### config.mk
export PLATFORM = sky130hd
export DESIGN_NAME = tws_shift_unit
export DESIGN_NICKNAME = d
export VERILOG_FILES = /design/src/rtl/tws_pkg.sv /design/src/rtl/tws_clk_src.sv /design/src/rtl/tws_edge_counter.sv /design/src/rtl/tws_shifter.sv /design/src/rtl/tws_shift_unit.sv
export SDC_FILE = /design/constraint.sdc
export NUM_CORES = 1
export LEC_CHECK = 0
export BUFFER_PORTS_ARGS = -buffer_cell sky130_fd_sc_hd__clkbuf_2
export CORE_ASPECT_RATIO = 0.5
export CORE_UTILIZATION = 38
export CTS_CLUSTER_DIAMETER = 150
export DETAILED_ROUTE_END_ITERATION = 16
export SYNTH_ARGS = -nofsm -noshare
export SYNTH_HDL_FRONTEND = slang
export SYNTH_HIERARCHICAL = 1
export SYNTH_SLANG_ARGS = --single-unit
### constraint.sdc
create_clock -name clk -period 1.3 [get_ports clk]
set_clock_uncertainty 0.1 [all_clocks]
set_input_delay 0.065 -clock clk [delete_from_list [all_inputs] [get_ports clk]]
set_output_delay 0.065 -clock clk [all_outputs]
set_load 0.01 [all_outputs]
### src/rtl/tws_pkg.sv
package tws_pkg;

  typedef enum logic [1:0] {
    REG_DATA = 2'd0,
    REG_BUF  = 2'd1,
    REG_STAT = 2'd2,
    REG_CTRL = 2'd3
  } reg_sel_e;

  localparam logic [1:0] WM_3WIRE = 2'b01;

  localparam logic [2:0] CS_SOFT  = 3'b001;
  localparam logic [2:0] CS_TIMER = 3'b010;
  localparam logic [2:0] CS_PIN   = 3'b100;

  localparam int CTRL_POL   = 0;
  localparam int CTRL_CS_LO = 1;
  localparam int CTRL_WM_LO = 4;
  localparam int CTRL_STB   = 6;
  localparam int CTRL_TGL   = 7;
  localparam int STAT_FLAG  = 7;

endpackage

### src/rtl/tws_clk_src.sv
module tws_clk_src
  import tws_pkg::*;
#(
  parameter int SYNC_STAGES = 2
) (
  input  logic       clk,
  input  logic       rst_n,
  input  logic       enable,
  input  logic [2:0] csel,
  input  logic       edge_pol,
  input  logic       strobe,
  input  logic       timer_pulse,
  input  logic       pin,
  input  logic       count_odd,
  input  logic       hold,
  output logic       ev_valid,
  output logic       ev_sample
);

  logic [SYNC_STAGES:0] pin_q;
  logic [SYNC_STAGES:0] pin_d;
  logic                 pin_now;
  logic                 pin_prev;
  logic                 pin_rise;
  logic                 pin_fall;
  logic                 raw_ev;
  logic                 raw_kind;

  assign pin_d = {pin_q[SYNC_STAGES-1:0], pin};

  always_ff @(posedge clk or negedge rst_n) begin
    if (!rst_n) pin_q <= '0;
    else        pin_q <= pin_d;
  end

  assign pin_now  = pin_q[SYNC_STAGES-1];
  assign pin_prev = pin_q[SYNC_STAGES];
  assign pin_rise = pin_now & ~pin_prev;
  assign pin_fall = ~pin_now & pin_prev;

  always_comb begin
    raw_ev   = 1'b0;
    raw_kind = 1'b0;
    case (csel)
      CS_SOFT: begin
        raw_ev   = strobe;
        raw_kind = ~count_odd;
      end
      CS_TIMER: begin
        raw_ev   = timer_pulse;
        raw_kind = ~count_odd;
      end
      CS_PIN: begin
        raw_ev   = pin_rise | pin_fall;
        raw_kind = edge_pol ? pin_fall : pin_rise;
      end
      default: begin
        raw_ev   = 1'b0;
        raw_kind = 1'b0;
      end
    endcase
  end

  assign ev_valid  = raw_ev & enable & ~hold;
  assign ev_sample = raw_kind;

endmodule

### src/rtl/tws_edge_counter.sv
module tws_edge_counter #(
  parameter int CNT_W = 4
) (
  input  logic             clk,
  input  logic             rst_n,
  input  logic             ev,
  input  logic             ld_en,
  input  logic [CNT_W-1:0] ld_val,
  input  logic             flag_clr,
  output logic [CNT_W-1:0] cnt,
  output logic             flag,
  output logic             wrap
);

  logic [CNT_W-1:0] cnt_q;
  logic [CNT_W-1:0] cnt_d;
  logic             cnt_en;
  logic             flag_q;
  logic             flag_d;
  logic             flag_en;

  assign wrap = ev & (cnt_q == {CNT_W{1'b1}});

  always_comb begin
    cnt_en = ld_en | ev;
    cnt_d  = cnt_q;
    if (ld_en)   cnt_d = ld_val;
    else if (ev) cnt_d = cnt_q + 1'b1;
  end

  always_comb begin
    flag_en = wrap | flag_clr;
    flag_d  = flag_q;
    if (wrap)          flag_d = 1'b1;
    else if (flag_clr) flag_d = 1'b0;
  end

  always_ff @(posedge clk or negedge rst_n) begin
    if (!rst_n) begin
      cnt_q  <= '0;
      flag_q <= 1'b0;
    end else begin
      if (cnt_en)  cnt_q  <= cnt_d;
      if (flag_en) flag_q <= flag_d;
    end
  end

  assign cnt  = cnt_q;
  assign flag = flag_q;

endmodule

### src/rtl/tws_shifter.sv
module tws_shifter #(
  parameter int DATA_W = 8
) (
  input  logic              clk,
  input  logic              rst_n,
  input  logic              ev,
  input  logic              ev_sample,
  input  logic              wrap,
  input  logic              ld_en,
  input  logic [DATA_W-1:0] ld_val,
  input  logic              sdi,
  output logic [DATA_W-1:0] dr,
  output logic [DATA_W-1:0] rbuf
);

  logic [DATA_W-1:0] dr_q;
  logic [DATA_W-1:0] dr_d;
  logic              dr_en;
  logic              samp_q;
  logic              samp_en;
  logic [DATA_W-1:0] buf_q;
  logic              shift_ev;

  assign shift_ev = ev & ~ev_sample;
  assign samp_en  = ev & ev_sample;

  always_comb begin
    dr_en = ld_en | shift_ev;
    dr_d  = dr_q;
    if (ld_en)         dr_d = ld_val;
    else if (shift_ev) dr_d = {dr_q[DATA_W-2:0], samp_q};
  end

  always_ff @(posedge clk or negedge rst_n) begin
    if (!rst_n) begin
      dr_q   <= '0;
      samp_q <= 1'b0;
      buf_q  <= '0;
    end else begin
      if (dr_en)   dr_q   <= dr_d;
      if (samp_en) samp_q <= sdi;
      if (wrap)    buf_q  <= dr_d;
    end
  end

  assign dr   = dr_q;
  assign rbuf = buf_q;

endmodule

### src/rtl/tws_shift_unit.sv
module tws_shift_unit
  import tws_pkg::*;
#(
  parameter int DATA_W      = 8,
  parameter int SYNC_STAGES = 2
) (
  input  logic              clk,
  input  logic              rst_n,
  input  logic              reg_we,
  input  logic [1:0]        reg_addr,
  input  logic [DATA_W-1:0] reg_wdata,
  output logic [DATA_W-1:0] reg_rdata,
  input  logic              timer_pulse,
  input  logic              sck_in,
  output logic              sck_out,
  input  logic              sdi,
  output logic              sdo
);

  localparam int CNT_W = $clog2(2 * DATA_W);

  logic [1:0]        rst_sync_q;
  logic              rst_core_n;

  logic [1:0]        wm_q;
  logic [2:0]        cs_q;
  logic              pol_q;
  logic              sck_q;
  logic              sck_d;
  logic              sck_en;

  logic              wr_data;
  logic              wr_stat;
  logic              wr_ctrl;
  logic              wr_stb;
  logic              wr_tgl;
  logic              three_wire;
  logic              blk;
  logic              stat_clr;

  logic              ev;
  logic              ev_sample;
  logic              wrap;
  logic [CNT_W-1:0]  cnt;
  logic              flag;
  logic [DATA_W-1:0] dr;
  logic [DATA_W-1:0] rbuf;
  logic [DATA_W-1:0] stat_v;
  logic [DATA_W-1:0] ctrl_v;

  always_ff @(posedge clk or negedge rst_n) begin
    if (!rst_n) rst_sync_q <= 2'b00;
    else        rst_sync_q <= {rst_sync_q[0], 1'b1};
  end
  assign rst_core_n = rst_sync_q[1];

  assign wr_data    = reg_we & (reg_addr == REG_DATA);
  assign wr_stat    = reg_we & (reg_addr == REG_STAT);
  assign wr_ctrl    = reg_we & (reg_addr == REG_CTRL);
  assign wr_stb     = wr_ctrl & reg_wdata[CTRL_STB];
  assign wr_tgl     = wr_ctrl & reg_wdata[CTRL_TGL];
  assign three_wire = (wm_q == WM_3WIRE);
  assign blk        = wr_data | wr_stat;
  assign stat_clr   = wr_stat & reg_wdata[STAT_FLAG];

  always_ff @(posedge clk or negedge rst_core_n) begin
    if (!rst_core_n) begin
      wm_q  <= '0;
      cs_q  <= '0;
      pol_q <= 1'b0;
    end else if (wr_ctrl) begin
      wm_q  <= reg_wdata[CTRL_WM_LO +: 2];
      cs_q  <= reg_wdata[CTRL_CS_LO +: 3];
      pol_q <= reg_wdata[CTRL_POL];
    end
  end

  always_comb begin
    sck_en = wr_tgl & three_wire;
    sck_d  = ~sck_q;
  end

  always_ff @(posedge clk or negedge rst_core_n) begin
    if (!rst_core_n)  sck_q <= 1'b0;
    else if (sck_en)  sck_q <= sck_d;
  end

  tws_clk_src #(
    .SYNC_STAGES (SYNC_STAGES)
  ) u_clk_src (
    .clk         (clk),
    .rst_n       (rst_core_n),
    .enable      (three_wire),
    .csel        (cs_q),
    .edge_pol    (pol_q),
    .strobe      (wr_stb),
    .timer_pulse (timer_pulse),
    .pin         (sck_in),
    .count_odd   (cnt[0]),
    .hold        (blk),
    .ev_valid    (ev),
    .ev_sample   (ev_sample)
  );

  tws_edge_counter #(
    .CNT_W (CNT_W)
  ) u_counter (
    .clk      (clk),
    .rst_n    (rst_core_n),
    .ev       (ev),
    .ld_en    (wr_stat),
    .ld_val   (reg_wdata[CNT_W-1:0]),
    .flag_clr (stat_clr),
    .cnt      (cnt),
    .flag     (flag),
    .wrap     (wrap)
  );

  tws_shifter #(
    .DATA_W (DATA_W)
  ) u_shifter (
    .clk       (clk),
    .rst_n     (rst_core_n),
    .ev        (ev),
    .ev_sample (ev_sample),
    .wrap      (wrap),
    .ld_en     (wr_data),
    .ld_val    (reg_wdata),
    .sdi       (sdi),
    .dr        (dr),
    .rbuf      (rbuf)
  );

  always_comb begin
    stat_v              = '0;
    stat_v[STAT_FLAG]   = flag;
    stat_v[CNT_W-1:0]   = cnt;
    ctrl_v              = '0;
    ctrl_v[CTRL_POL]    = pol_q;
    ctrl_v[CTRL_CS_LO +: 3] = cs_q;
    ctrl_v[CTRL_WM_LO +: 2] = wm_q;
  end

  always_comb begin
    case (reg_sel_e'(reg_addr))
      REG_DATA: reg_rdata = dr;
      REG_BUF:  reg_rdata = rbuf;
      REG_STAT: reg_rdata = stat_v;
      REG_CTRL: reg_rdata = ctrl_v;
      default:  reg_rdata = '0;
    endcase
  end

  assign sdo     = three_wire & dr[DATA_W-1];
  assign sck_out = sck_q;

endmodule

==> results.md <==
- The DRC violation count after routing is 0.
- On the worst path, the slowest cell contributes a delay of ~0.39 ns.
- The clock period minus final worst setup slack is 2.09 ns.
- The register clock-pin slew on the reported worst setup and hold paths is about 0.080 ns.
- The number of gates on the worst path with buffers counted is 7.
- The total overflow left after global routing is 0.
- Leaving out fill and tap cells, the most frequent cell in the layout is sky130_fd_sc_hd__dfrtp_1.
- The share of final-layout standard cells stronger than drive strength 1 is 49.8%.
- The number of nets in the synthesized netlist is 178.
- Counting flops with an async set or reset pin after synthesis yields a share of between 90% and 100%.
- The total detailed-routing wirelength is ~4.4 mm.
- Summing all multi-input logic gate instances after layout gives 998 um^2.
- The register area is 851 um^2.
- After routing the design area is 2580 um^2.
- Relative to the synthesized area, the layout overhead comes to 35.7%.
- The number of fillers in the final layout is 408.
- The flow ran to the end, but the final reports show violations.
- The maximum number of pins on one net before global-route repair is 33.
- Counting tap cells, the placed design contains a total of 266 instances.
- Detailed placement ended at an HPWL of 3.12 mm.
- The CTS tree is done.
- The final reports fail on setup timing.
- Counting both buffers and inverters, the worst setup path holds a total of 1.
- The number of clock sinks is 34.
- The worst setup path is launched from a flip-flop.
- The die covers 5320 um^2.
- The post-synthesis cell area is 1910 um^2.
- Clock tree synthesis selected as its root buffer the cell sky130_fd_sc_hd__clkbuf_8.
- The area of the core region is between 4000 and 5000 um^2.
- Setup repair after global routing could not meet its margin everywhere.
- The via count of the first global-routing pass is 1,463.
- IR analysis of the VDD net gives a maximum drop of 0.454 mV.
- The initial antenna violation count came to 0.
- The analysis attributes to cell leakage a power of 1.22 nW.
- Static timing analysis puts the maximum clock frequency at ~0.48 GHz.
- The accumulated negative setup slack is -16.72 ns.
- The final-report hold violation count came to 0.
- The H-tree was split into 2 levels.
- The arrival time reported for the critical path endpoint is 2.17 ns.
- The maximum number of buffers from clock root to sink is 2.
- In this run, synthesis inferred 0 flip-flops with an integrated enable.
- The number of cells on the worst reg-to-reg path is 7.
- Walking the worst path, the cells encountered are buf_4 > nand3b_1 > a21oi_2 > o2111a_2 > nand2b_4 > mux2_4 > mux2_4.
- After the flow finishes, the layout carries non-filler instances totaling 289.
- The vias after detailed routing is 1,427.
- The number of port buffers is 25.
- The most prevalent standard cell on the critical path is sky130_fd_sc_hd__mux2_4.
- The path class of the lowest-slack min-delay path is in -> reg.
- The worst setup path is of the reg -> reg kind.
- Dividing the synthesized area by the synthesized cell count gives 12.0 um^2.
- The count of maximum capacitance violations is 0.
- On the critical path the largest part of the delay comes from multiplexers.
- Once layout is complete, the utilization of the core stands at a little under three fifths.
- The cell count after synthesis is ~160.
- Setup violations remaining at the end of the flow were counted as 27.
- After synthesis, flip-flops and latches occupy 44.6% of the total area.
- The count of standard-cell rows is 17.
- Routability-driven placement finished with a final weighted congestion of 0.767.
- The worst setup path is captured at a flip-flop.
- Data on the critical path is required at its endpoint by 1.38 ns.
- The count of synthesis-stage warnings from yosys is 6.
- The wire length of the first global-routing pass is 7.16 mm.
- The top cell types in the final layout, fill and taps aside, are sky130_fd_sc_hd__dfrtp_1 (34), sky130_fd_sc_hd__clkbuf_2 (20), sky130_fd_sc_hd__buf_4 (18), sky130_fd_sc_hd__mux2_4 (16).
- The total routing resource utilization after global routing is 19.1%.
- For this block, the initial DRC count from the detailed router was 26.
- The post-detailed-route count of antenna-violating nets is 0.
- For this design, the slowest cell found on the critical path is sky130_fd_sc_hd__dfrtp_1.
- Summing all placed instances gives a cell area of 2260 um^2.
- After layout, the worst setup slack is -0.790 ns.
- The count of TritonRoute iterations in the first routing pass is 4.
- The most used flip-flop cell after synthesis is sky130_fd_sc_hd__dfrtp_1.
- Pin placement for this block handled 26 I/O pins.
- In this run, CTS created clock tree buffers numbering 5.
- Synthesis instantiated 33 different standard cells from the library.
- The net count of the finished layout is 241.
- Dividing the detail-routed wire length by the instance count gives 15.2 um.
- The repair_antennas step left the layout with diodes totalling 0.
- Along the worst path, the maximum fanout reaches 8.
- The x dimension of the die is 102 um.
- Clock latency on the worst-skew pair, taken at its later pin, is 0.29 ns.
- Along the worst hold path, the cell count comes to 4.
- The die is between 50 and 60 um tall.
- Synthesis inferred 34 register bits.
- The initial cell density of the core is about 41%.
- In the finished design, the share of the clock period the worst path needs comes to 161%.
- The count of final max-slew check failures is 0.
- Using the TritonRoute via totals, the vias-per-cell ratio works out to 4.94.
- The areal power density over the cells is approximately 1300 nW/um^2.
-- flip-flops by register name, summed over array words and instances, names as in the netlist --
signal	count
cs_q	3
u_counter/cnt	4
u_clk_src/pin_q	3
rst_sync_q	2
u_counter/flag	1
sck_out	1
pol_q	1
u_shifter/samp_q	1
u_shifter/dr	8
wm_q	2
u_shifter/rbuf	8
-- power breakdown --
group / leakage (nW) / total, mW / switching, mW / internal, mW
Sequential: 0.383 / 1.37 / 0.141 / 1.23
Combinational: 0.795 / 1.10 / 0.410 / 0.685
Clock: 0.0472 / 0.822 / 0.396 / 0.426
-- layer usage --
| metal | wire, um | vias up | GRT usage [%] |
|---|---|---|---|
| met1 | 2100 | 697 | 24.9 |
| met4 | 55 | 0 | 7.62 |
| met3 | 167 | 7 | 4.84 |
| met5 | 0 | - | 0 |
| li1 | - | 694 | - |
| met2 | 2080 | 29 | 30.8 |
-- metrics by stage --
stage	power (mW)	hold WS [ns]	setup WS (ns)
after floorplan	1.94	-0.331	-0.857
after detailed placement	2.31	-0.248	-0.812
after CTS	3.22	0.0586	-0.783
after global placement	2.28	-0.249	-0.773
final	3.29	0.0596	-0.790
after global routing	3.49	0.125	-0.885
-- cell families after synthesis --
family / synth area share, %
other cells: 0.197
compound gates: 9.26
fa+ha+maj: 1.97
mux: 25.6
simple gates: 10.6
flops: 44.6
xor+xnor: 2.30
buf+inv: 5.45
-- repair_timing --
| item | CTS | global route |
|---|---|---|
| endpoints found under the setup margin | 27 | 30 |
| buffers inserted | 2 | 4 |
| pin swaps | 1 | 0 |
| gates resized for setup | 13 | 19 |
| hold buffers | 12 | 0 |
| hold endpoints to repair | 22 | 0 |
-- layout make-up --
class                           count  area share (%)
Timing Repair Buffer               64            19.7
Inverter                           13            1.89
Clock buffer                        6            3.19
Clock inverter                      2           0.484
Sequential cell                    34            32.9
Tap cell                           66            3.19
Multi-Input combinational cell    104            38.6
-- final timing paths --
check                      slack (ns)           endpoint          start
setup / recovery                -0.79    u_shifter/dr[7]        cs_q[0]
hold / removal                   0.06  u_shifter/rbuf[6]   reg_wdata[6]
setup reg to reg                -0.79    u_shifter/dr[7]        cs_q[0]
hold reg to reg                  0.18   u_counter/cnt[0]  rst_sync_q[1]
max in group asynchronous        0.44      rst_sync_q[1]          rst_n
min in group asynchronous        0.18   u_counter/cnt[0]  rst_sync_q[1]
-- worst register-to-register path, cell delays in order (launching register included) --
cell	delay, ns
sky130_fd_sc_hd__dfrtp_1	0.39
sky130_fd_sc_hd__buf_4	0.15
sky130_fd_sc_hd__nand3b_1	0.18
sky130_fd_sc_hd__a21oi_2	0.16
sky130_fd_sc_hd__o2111a_2	0.28
sky130_fd_sc_hd__nand2b_4	0.14
sky130_fd_sc_hd__mux2_4	0.34
sky130_fd_sc_hd__mux2_4	0.25
-- cell usage after synthesis, types with 2 or more instances --
cell,count,area share (%)
sky130_fd_sc_hd__xnor2_1,4,1.8
sky130_fd_sc_hd__a31o_2,8,3.7
sky130_fd_sc_hd__buf_6,3,1.8
sky130_fd_sc_hd__buf_2,2,0.53
sky130_fd_sc_hd__nand3_1,10,2.6
sky130_fd_sc_hd__and3_1,2,0.66
sky130_fd_sc_hd__and2_1,3,0.99
sky130_fd_sc_hd__mux4_1,2,2.8
sky130_fd_sc_hd__nor2b_1,3,0.99
sky130_fd_sc_hd__dfrtp_1,34,45
sky130_fd_sc_hd__inv_1,12,2.4
sky130_fd_sc_hd__nand3b_1,3,1.2
sky130_fd_sc_hd__mux4_2,2,2.4
sky130_fd_sc_hd__mux2_2,8,4.7
sky130_fd_sc_hd__nor2_1,3,0.59
sky130_fd_sc_hd__nand2_1,6,1.2
sky130_fd_sc_hd__o21ai_0,14,3.7
sky130_fd_sc_hd__ha_1,3,2.0
sky130_fd_sc_hd__mux2_4,16,13
sky130_fd_sc_hd__clkbuf_1,3,0.59
sky130_fd_sc_hd__mux2i_1,6,3.2
Note: power is estimated with default switching activity, not from simulation.
